$ cat src/rtl/sra_pkg.sv
// Package: shared parameters and types for the alias decoder.
// Assumes 32-bit addresses and a 4 KB page.
package sra_pkg;
    localparam int unsigned ADDR_W    = 32;
    localparam int unsigned DATA_W    = 32;
    localparam int unsigned PAGE_AW   = 12;
    localparam int unsigned IDX_W     = PAGE_AW - 2;
    localparam logic [31:0] MAIN_BASE = 32'hE000_E000;
    localparam logic [31:0] ALIAS_OFS = 32'h0002_0000;

    // Region an address falls into.
    typedef enum logic [1:0] {
        RG_MAIN    = 2'd0,
        RG_ALIAS   = 2'd1,
        RG_GAP     = 2'd2,
        RG_OUTSIDE = 2'd3
    } region_e;

    // Decision taken for one access.
    typedef struct packed {
        logic fwd;      // forward to register file
        logic eff_sec;  // effective security attribute
        logic err;      // bus error
    } route_t;
endpackage

$ cat src/rtl/sra_window_decode.sv
// Window decoder: classifies an address as main page, alias page,
// gap inside the window, or outside it, and extracts the word index.
// Assumes word-aligned addresses; bits [1:0] are not looked at.
module sra_window_decode
    import sra_pkg::*;
#(
    parameter logic [31:0] BASE    = MAIN_BASE,
    parameter logic [31:0] ALIAS_D = ALIAS_OFS
) (
    input  logic [ADDR_W-1:0] addr,
    output region_e           region,
    output logic [IDX_W-1:0]  idx
);
    localparam logic [31:0] ALIAS_BASE = BASE + ALIAS_D;
    localparam logic [31:0] WIN_END    = ALIAS_BASE + (32'd1 << PAGE_AW);
    localparam int unsigned PN_W       = ADDR_W - PAGE_AW;

    logic [PN_W-1:0] page_no;

    // Classify the address by page number and window limits.
    always_comb begin
        page_no = addr[ADDR_W-1:PAGE_AW];
        idx     = addr[PAGE_AW-1:2];
        if (page_no == BASE[ADDR_W-1:PAGE_AW])
            region = RG_MAIN;
        else if (page_no == ALIAS_BASE[ADDR_W-1:PAGE_AW])
            region = RG_ALIAS;
        else if (addr >= BASE && addr < WIN_END)
            region = RG_GAP;
        else
            region = RG_OUTSIDE;
    end
endmodule

$ cat src/rtl/sra_attr_rewrite.sv
// Attribute rewriter: for each region decides whether the access is
// forwarded, with which effective security attribute, or whether it
// is answered locally (read-as-zero, write ignored) or with a bus error.
// Assumes the strap is stable while a request is being answered.
module sra_attr_rewrite
    import sra_pkg::*;
(
    input  region_e region,
    input  logic    secure,
    input  logic    priv,
    input  logic    sec_ext,
    output route_t  route
);
    // Per-region routing and attribute rewrite.
    always_comb begin
        route = '{fwd: 1'b0, eff_sec: 1'b0, err: 1'b0};
        unique case (region)
            RG_MAIN: begin
                route.fwd     = 1'b1;
                route.eff_sec = secure;
            end
            RG_ALIAS: begin
                if (sec_ext && secure) begin
                    route.fwd     = 1'b1;
                    route.eff_sec = 1'b0;
                end else if (!priv) begin
                    route.err = 1'b1;
                end
            end
            default: route.err = 1'b1;
        endcase
    end
endmodule

$ cat src/rtl/sra_banked_regfile.sv
// Banked register stub: two banks (0 = non-secure, 1 = secure) of
// NREGS words. Indices at or above NREGS read zero and drop writes.
// Read is combinational; the write takes effect at the clock edge.
module sra_banked_regfile
    import sra_pkg::*;
#(
    parameter int unsigned NREGS = 4
) (
    input  logic              clk,
    input  logic              rst_n,
    input  logic              wr_en,
    input  logic              bank_sel,
    input  logic [IDX_W-1:0]  idx,
    input  logic [DATA_W-1:0] wdata,
    output logic [DATA_W-1:0] rdata
);
    localparam int unsigned      SLOT_W = (NREGS > 1) ? $clog2(NREGS) : 1;
    localparam logic [IDX_W-1:0] LIMIT  = IDX_W'(NREGS);

    logic              hit;
    logic [SLOT_W-1:0] slot;
    logic [DATA_W-1:0] bank_rd [2];

    // Index is valid only inside the stub depth.
    always_comb begin
        hit  = (idx < LIMIT);
        slot = idx[SLOT_W-1:0];
    end

    for (genvar b = 0; b < 2; b++) begin : g_bank
        logic [DATA_W-1:0] mem [NREGS];

        // Reset or write one word of this bank.
        always_ff @(posedge clk) begin
            if (!rst_n) begin
                for (int i = 0; i < int'(NREGS); i++) mem[i] <= '0;
            end else if (wr_en && hit && (bank_sel == 1'(b))) begin
                mem[slot] <= wdata;
            end
        end

        // Read port of this bank.
        always_comb bank_rd[b] = hit ? mem[slot] : '0;
    end

    // Select the bank read by the effective attribute.
    always_comb rdata = bank_sel ? bank_rd[1] : bank_rd[0];
endmodule

$ cat src/rtl/sra_alias_decoder.sv
// Top: decodes the main/alias window, rewrites the security attribute,
// drives the banked stub and registers a one-cycle-later response.
// Assumes single-cycle requests and word-aligned addresses.
module sra_alias_decoder
    import sra_pkg::*;
#(
    parameter int unsigned NREGS = 4
) (
    input  logic              clk,
    input  logic              rst_n,
    input  logic              req_valid,
    input  logic [ADDR_W-1:0] req_addr,
    input  logic              req_write,
    input  logic [DATA_W-1:0] req_wdata,
    input  logic              req_secure,
    input  logic              req_priv,
    input  logic              sec_ext_en,
    output logic              rsp_valid,
    output logic              rsp_err,
    output logic [DATA_W-1:0] rsp_rdata
);
    region_e           region;
    logic [IDX_W-1:0]  idx;
    route_t            route;
    logic              rf_wr;
    logic [DATA_W-1:0] rf_rdata;
    logic              fwd_en;
    logic              fwd_sec;

    sra_window_decode u_dec (
        .addr   (req_addr),
        .region (region),
        .idx    (idx)
    );

    sra_attr_rewrite u_rw (
        .region  (region),
        .secure  (req_secure),
        .priv    (req_priv),
        .sec_ext (sec_ext_en),
        .route   (route)
    );

    // Qualify the route with the request strobe.
    always_comb begin
        fwd_en  = req_valid && route.fwd;
        fwd_sec = route.eff_sec;
        rf_wr   = fwd_en && req_write;
    end

    sra_banked_regfile #(.NREGS(NREGS)) u_rf (
        .clk      (clk),
        .rst_n    (rst_n),
        .wr_en    (rf_wr),
        .bank_sel (fwd_sec),
        .idx      (idx),
        .wdata    (req_wdata),
        .rdata    (rf_rdata)
    );

    // Register the response one cycle after the request.
    always_ff @(posedge clk) begin
        if (!rst_n) begin
            rsp_valid <= 1'b0;
            rsp_err   <= 1'b0;
            rsp_rdata <= '0;
        end else begin
            rsp_valid <= req_valid;
            rsp_err   <= req_valid && route.err;
            rsp_rdata <= (fwd_en && !req_write) ? rf_rdata : '0;
        end
    end
endmodule

$ cat config.mk
export PLATFORM = sky130hd
export DESIGN_NAME = sra_alias_decoder
export DESIGN_NICKNAME = d
export VERILOG_FILES = /design/src/rtl/sra_pkg.sv /design/src/rtl/sra_window_decode.sv /design/src/rtl/sra_attr_rewrite.sv /design/src/rtl/sra_banked_regfile.sv /design/src/rtl/sra_alias_decoder.sv
export SDC_FILE = /design/constraint.sdc
export NUM_CORES = 1
export LEC_CHECK = 0
export BUFFER_PORTS_ARGS = -buffer_cell sky130_fd_sc_hd__buf_2
export CORE_ASPECT_RATIO = 0.8
export CORE_MARGIN = 3
export CORE_UTILIZATION = 25
export DETAILED_ROUTE_END_ITERATION = 12
export PLACE_DENSITY = 0.44
export SETUP_SLACK_MARGIN = 0.15
export SYNTH_ARGS = -nofsm -noshare
export SYNTH_HDL_FRONTEND = slang
export SYNTH_HIERARCHICAL = 1
export SYNTH_SLANG_ARGS = --single-unit
$ cat constraint.sdc
create_clock -name clk -period 16.1 [get_ports clk]
set_clock_uncertainty 0.2 [all_clocks]
set_input_delay 2.415 -clock clk [delete_from_list [all_inputs] [get_ports clk]]
set_output_delay 2.415 -clock clk [all_outputs]
set_load 0.05 [all_outputs]
==> impl_metrics.yaml, run 1 <==
outcome:
  status: "completed"
floorplan:
  die_w_um: 262
  pin_count: 105
  die_y_um: 211
  die_area_um2: 55400
  rows: 74
  core_area_um2: 51600
  start_util_pct: 25.5
yosys:
  synth_warnings: 6
  ys.flop_type: "edfxtp_1"
  postSynthCellCount: 908
  synthesis.nets: 979
  synth-seq-cells: 290
  async_reset_ff_share_pct: 0
  synth-seq-area-share_pct: 63.6
  syn_avg_cell_area_um2: 14.5
  syn-cell-area_um2: 13200
  synth_cell_types: 42
  synth_edf_count: 256
cts:
  postCtsResizedCells: 0
  root_buffer: "clkbuf_16"
  cts_buffers: 35
  cts_setup_buffers: 0
  hold_buffers: 0
  clockBufferDepth: 3
  clock_sinks: 290
  tritoncts: "yes"
  clkTransAtPathRegs_ns: 0.06
  insertion_delay_ns: 0.52
  htreeDepth: 2
timing:
  maxSlewViolCount: 0
  setup_viol: 0
  finalHoldViolCount: 0
  fin_crit_ns: 6.21
  max_freq_mhz: 161
  worstMarginPinSlew_ns: 1.16
  fin_setup_tns_ns: 0
  rsz0062_at_grt: "false"
  relSlewSlack_pct: 22.1
  finalCritPeriodShare_pct: 38.6
place:
  io_buffers: 102
  gp_congestion: 0.685
  place_inst: 1628
  hpwl_mm: 20.0
finish:
  fillers: 5172
  final-seq-area_um2: 8370
  multi_input_area_um2: 4360
  fin_nets: 1052
  final_layout_size_suffix_gt1_share_pct: 31.6
  fin_cells: 1692
  area_delta_synth_final_pct: 17.5
detailed_routing:
  drt_iter0_drc: 477
  ant_nets: 0
  post_drt_wl_per_cell_um: 22.0
  drc: 0
  dr.pass1.iters: 4
  viasPerCell: 4.61
  vias: 7799
  routed_wl_mm: 37.3
critical_path:
  arrival_ns: 6.17
  crit_type: "input pin to flip-flop"
  cp-end-kind: "flip-flop"
  crit_path_max_fanout: 36
  cp.required_ns: 16.06
  startpoint_type: "input pin"
power:
  p_per_area_nw_per_um2: 114
  ir_worst_vdd_v: 0.0000511
  p_leak_nw: 6.07
global_routing:
  grt_start_max_net_pins: 65
  gr-total-overflow: 0
  grt_pass1_vias: 8277
  antenna_found_initial: 2
  grt_pass1_wl_mm: 55.9
  track_usage_pct: 13.4
worst_hold_path:
  hold_path_class: "flip-flop to flip-flop"
job:
  cap_violations: 0
layer usage:
metal | track usage (%) | share of wire, %
met1 | 19.3 | 49
met2 | 21.2 | 45
met3 | 2.52 | 4.5
met4 | 2.45 | 1.2
met5 | 0 | 0.035
placed cells by master (no fill, tap or decap), drive strengths merged, types with 3 or more instances in the layout:
master  netlist  layout
clkinv        0      11
nand2b        3       3
or4           3       3
clkbuf       43      48
buf          47     126
edfxtp      256     256
nor3         36      36
nor2         33      33
o22ai        31      31
o31ai         6       6
mux2         62      62
bufinv        0       4
mux2i         4       4
mux4         32      32
nor4          3       3
and2         97      97
nand2         4       4
and3        195     195
dfxtp        34      34
worst max-delay path, cell delays in order:
cell and delay, ns:
buf_2 0.10, or4_1 0.52, nor3_2 0.14, nand4_1 0.18, nor3b_2 0.24, buf_4 0.51
nand2_1 0.50, o41ai_4 1.00, buf_4 0.54
logic make-up after synthesis:
family	share of synthesized area, %
AO/OA/AOI/OAI	2.22
XOR/XNOR	0.0666
buffers and inverters	4.14
flip-flops	63.6
multiplexers	11.1
AND/OR/NAND/NOR	18.9
metrics by stage:
step | hold WS [ns] | util [%] | instance area [um2] | power [mW] | setup WS [ns]
global placement | 0.581 | 27.7 | 14300 | 0.964 | 9.34
finish | 0.593 | 30.0 | 15500 | 1.75 | 9.89
global route | 0.639 | 30.0 | 15400 | 1.82 | 9.67
detailed placement | 0.587 | 27.7 | 14300 | 0.966 | 9.31
CTS | 0.600 | 30.0 | 15400 | 1.78 | 9.85
floorplan | 0.522 | - | 13200 | 0.927 | 8.98
cells in the mapped netlist (11+ instances only):
| cell type | instances | area (um2) |
|---|---|---|
| and2_1 | 90 | 563 |
| mux2_2 | 62 | 698 |
| nor3_1 | 14 | 70.1 |
| clkbuf_1 | 35 | 131 |
| o22ai_1 | 31 | 194 |
| buf_6 | 17 | 191 |
| buf_2 | 16 | 80.1 |
| buf_4 | 11 | 82.6 |
| mux4_2 | 32 | 721 |
| edfxtp_1 | 256 | 7690 |
| nor3_2 | 20 | 200 |
| dfxtp_1 | 34 | 681 |
| and3_1 | 194 | 1210 |
| nor2_1 | 33 | 124 |
final timing paths:
check	from	endpoint	slack, ns	depth (start not counted)
hold / removal	u_rf/g_bank[1].mem[2][28]	rsp_rdata[28]	0.59	4
hold reg to reg	u_rf/g_bank[1].mem[2][28]	rsp_rdata[28]	0.59	4
setup / recovery	req_addr[25]	u_rf/g_bank[1].mem[0][27]	9.89	9
setup reg to reg	u_rf/g_bank[0].mem[3][2]	rsp_rdata[2]	14.51	4
final cells by class:
cell class                      count  share of cell area (%)
Antenna cell                        1                  0.0162
Clock buffer                       48                    6.39
Clock inverter                     15                    1.10
Inverter                            2                  0.0486
Multi-Input combinational cell    526                    28.2
Sequential cell                   290                    54.2
Tap cell                          684                    5.54
Timing Repair Buffer              126                    4.51
sequential cells by signal, summed over array words and instances, names as in the netlist:
| signal | count |
|---|---|
| u_rf/g_bank.mem | 256 |
| rsp_err | 1 |
| rsp_valid | 1 |
| rsp_rdata | 32 |
power breakdown:
part,total (mW),internal [mW],switching (mW)
Sequential,0.856,0.849,0.00759
Clock,0.806,0.493,0.313
Combinational,0.0920,0.0375,0.0545
Total,1.75,1.38,0.375
Power figures use the tool's default switching activity.
==> run 2: changes to the inputs <==
Settings changed: PLACE_DENSITY 0.44 to 0.45.
Clock period 16.1 ns to 5.5 ns, I/O delays scaled along.
==> impl_metrics.yaml, run 2 (synthesized netlist as in run 1, its figures left out) <==
floorplan:
  start_util_pct: 25.5
  die_y_um: 211
  die_area_um2: 55400
  pin_count: 105
  die_w_um: 262
  rows: 74
  core_area_um2: 51600
cts:
  clockBufferDepth: 3
  insertion_delay_ns: 0.58
  cts_buffers: 31
  postCtsResizedCells: 0
  clock_sinks: 290
  root_buffer: "clkbuf_16"
  htreeDepth: 1
  cts_setup_buffers: 0
  hold_buffers: 0
  tritoncts: "yes"
  clkTransAtPathRegs_ns: 0.06
finish:
  multi_input_area_um2: 4360
  layout_common_cells: "edfxtp_1, and3_1, buf_2"
  area_delta_synth_final_pct: 16.8
  largest_register_ffs: 256
  fin_nets: 1058
  final_layout_size_suffix_gt1_share_pct: 32.5
  antennaDiodeCount: 0
  design_area_um2: 15400
  top_regs: "u_rf/g_bank.mem (256), rsp_rdata (32)"
  final_core_util_pct: 29.8
  fillers: 5206
  regMostFlops: "u_rf/g_bank.mem"
  fin_cells: 1696
  final-seq-area_um2: 8370
  layout_commonest_cell: "edfxtp_1"
power:
  p_per_area_nw_per_um2: 314
  finalPower_mw: 4.82
  p_switching_mw: 1.07
  netSwitchingFraction_pct: 22.2
  clkPwrFrac_pct: 42.4
  p_leak_nw: 6.03
  ir_worst_vdd_v: 0.000208
  seq_power_share_pct: 52.0
  cellInternalPower_mw: 3.75
  pwr-share-comb_pct: 5.7
global_routing:
  track_usage_pct: 13.3
  grt_pass1_vias: 8322
  grt_pass1_wl_mm: 55.7
  grt_start_max_net_pins: 69
  gr-total-overflow: 0
  antenna_found_initial: 2
place:
  io_buffers: 102
  gp_congestion: 0.726
  dpl_cell_area_um2: 14400
  hpwl_mm: 21.0
  dp_slack_ns: 0.743
  place_inst: 1638
worst_hold_path:
  min_path_cells: 2
  min_from: "req_valid"
  whs_endpoint: "rsp_valid"
  hold_path_class: "input pin to flip-flop"
detailed_routing:
  routed_wl_mm: 37.1
  drt_iter0_drc: 528
  dr.pass1.iters: 5
  drc: 0
  post_drt_wl_per_cell_um: 21.9
  vias: 7834
  ant_nets: 0
  viasPerCell: 4.62
timing:
  relSlewSlack_pct: 25.0
  max_freq_mhz: 244
  finalHoldViolCount: 0
  setup_viol: 0
  worstMarginPinSlew_ns: 1.12
  fin_crit_ns: 4.10
  maxSlewViolCount: 0
  worst_slack_ns: 1.40
  finalCritPeriodShare_pct: 74.6
  rsz0062_at_grt: "false"
critical_path:
  crit_path_max_fanout: 17
  crit_type: "input pin to flip-flop"
  reg2reg_to: "rsp_rdata[15]"
  reg2reg_slack_ns: 3.91
  rr_worst_depth: 4
  arrival_ns: 4.14
  r2r_start: "u_rf/g_bank[0].mem[1][15]"
  cp.required_ns: 5.54
  cp-end-kind: "flip-flop"
  startpoint_type: "input pin"
job:
  cap_violations: 0
outcome:
  status: "completed"
run 2: cell types whose count changed in the layout (fill, tap and decap cells not counted):
cell / before / now
buf_4: 24 / 34
clkbuf_1: 9 / 7
and3_4: 1 / 0
clkinvlp_4: 0 / 3
clkbuf_8: 2 / 9
diode_2: 1 / 0
clkbuf_16: 37 / 31
bufinv_16: 4 / 0
clkinv_1: 4 / 0
clkinv_2: 7 / 6
clkinv_4: 0 / 1
and3_2: 1 / 2
inv_6: 0 / 1
run 2: cell type report:
| cell class | instances | area share (%) |
|---|---|---|
| clock buffers | 47 | 6.03 |
| clock inverters | 11 | 0.456 |
| inverters | 2 | 0.0489 |
| multi-input cells | 526 | 28.4 |
| flip-flops and latches | 290 | 54.5 |
| well taps | 684 | 5.57 |
| repair buffers | 136 | 5.03 |
run 2: worst max-delay path by stage:
| stage | cells after the start | endpoint | start | slack (ns) |
|---|---|---|---|---|
| 3_3_place_gp | 9 | u_rf/g_bank[0].mem[2][17] | req_addr[25] | 0.76 |
| 4_1_cts | 9 | u_rf/g_bank[0].mem[2][20] | req_addr[25] | 1.37 |
| 3_5_place_dp | 9 | u_rf/g_bank[0].mem[2][20] | req_addr[25] | 0.74 |
| 2_1_floorplan | 7 | u_rf/g_bank[1].mem[1][0] | req_addr[25] | -0.03 |
| 5_1_grt | 9 | u_rf/g_bank[0].mem[2][20] | req_addr[25] | 1.19 |
| 6_report | 9 | u_rf/g_bank[0].mem[2][20] | req_addr[25] | 1.40 |
run 2: routing by layer:
metal / GRT usage (%) / routed length, um / up-vias
met5: 0 / 13 / -
met1: 19.3 / 18500 / 4021
met2: 20.8 / 16300 / 171
li1: - / - / 3605
met4: 2.08 / 415 / 2
met3: 2.64 / 1800 / 35
run 2: worst max-delay path, cell delays in order:
cell and delay, ns:
buf_2 0.09, or4_1 0.53, nor3_2 0.14, nand4_1 0.18, a21oi_1 0.22, and3_2 0.26, nand2b_1 0.35, o31ai_4 1.06
buf_4 0.48
run 2: power by group through the flow:
stage | Combinational, mW | Sequential [mW] | Clock [mW]
final | 0.273 | 2.51 | 2.04
after global routing | 0.295 | 2.51 | 2.20
after CTS | 0.278 | 2.51 | 2.11
after detailed placement | 0.277 | 2.55 | 0
after global placement | 0.276 | 2.55 | 0
after floorplan | 0.162 | 2.55 | 0
run 2: stage by stage:
| step | TNS [ns] | hold WS [ns] |
|---|---|---|
| after global routing | 0 | 0.275 |
| after detailed placement | 0 | 0.576 |
| after global placement | 0 | 0.562 |
| after floorplan | -3.25 | 0.522 |
| final | 0 | 0.295 |
| after CTS | 0 | 0.268 |
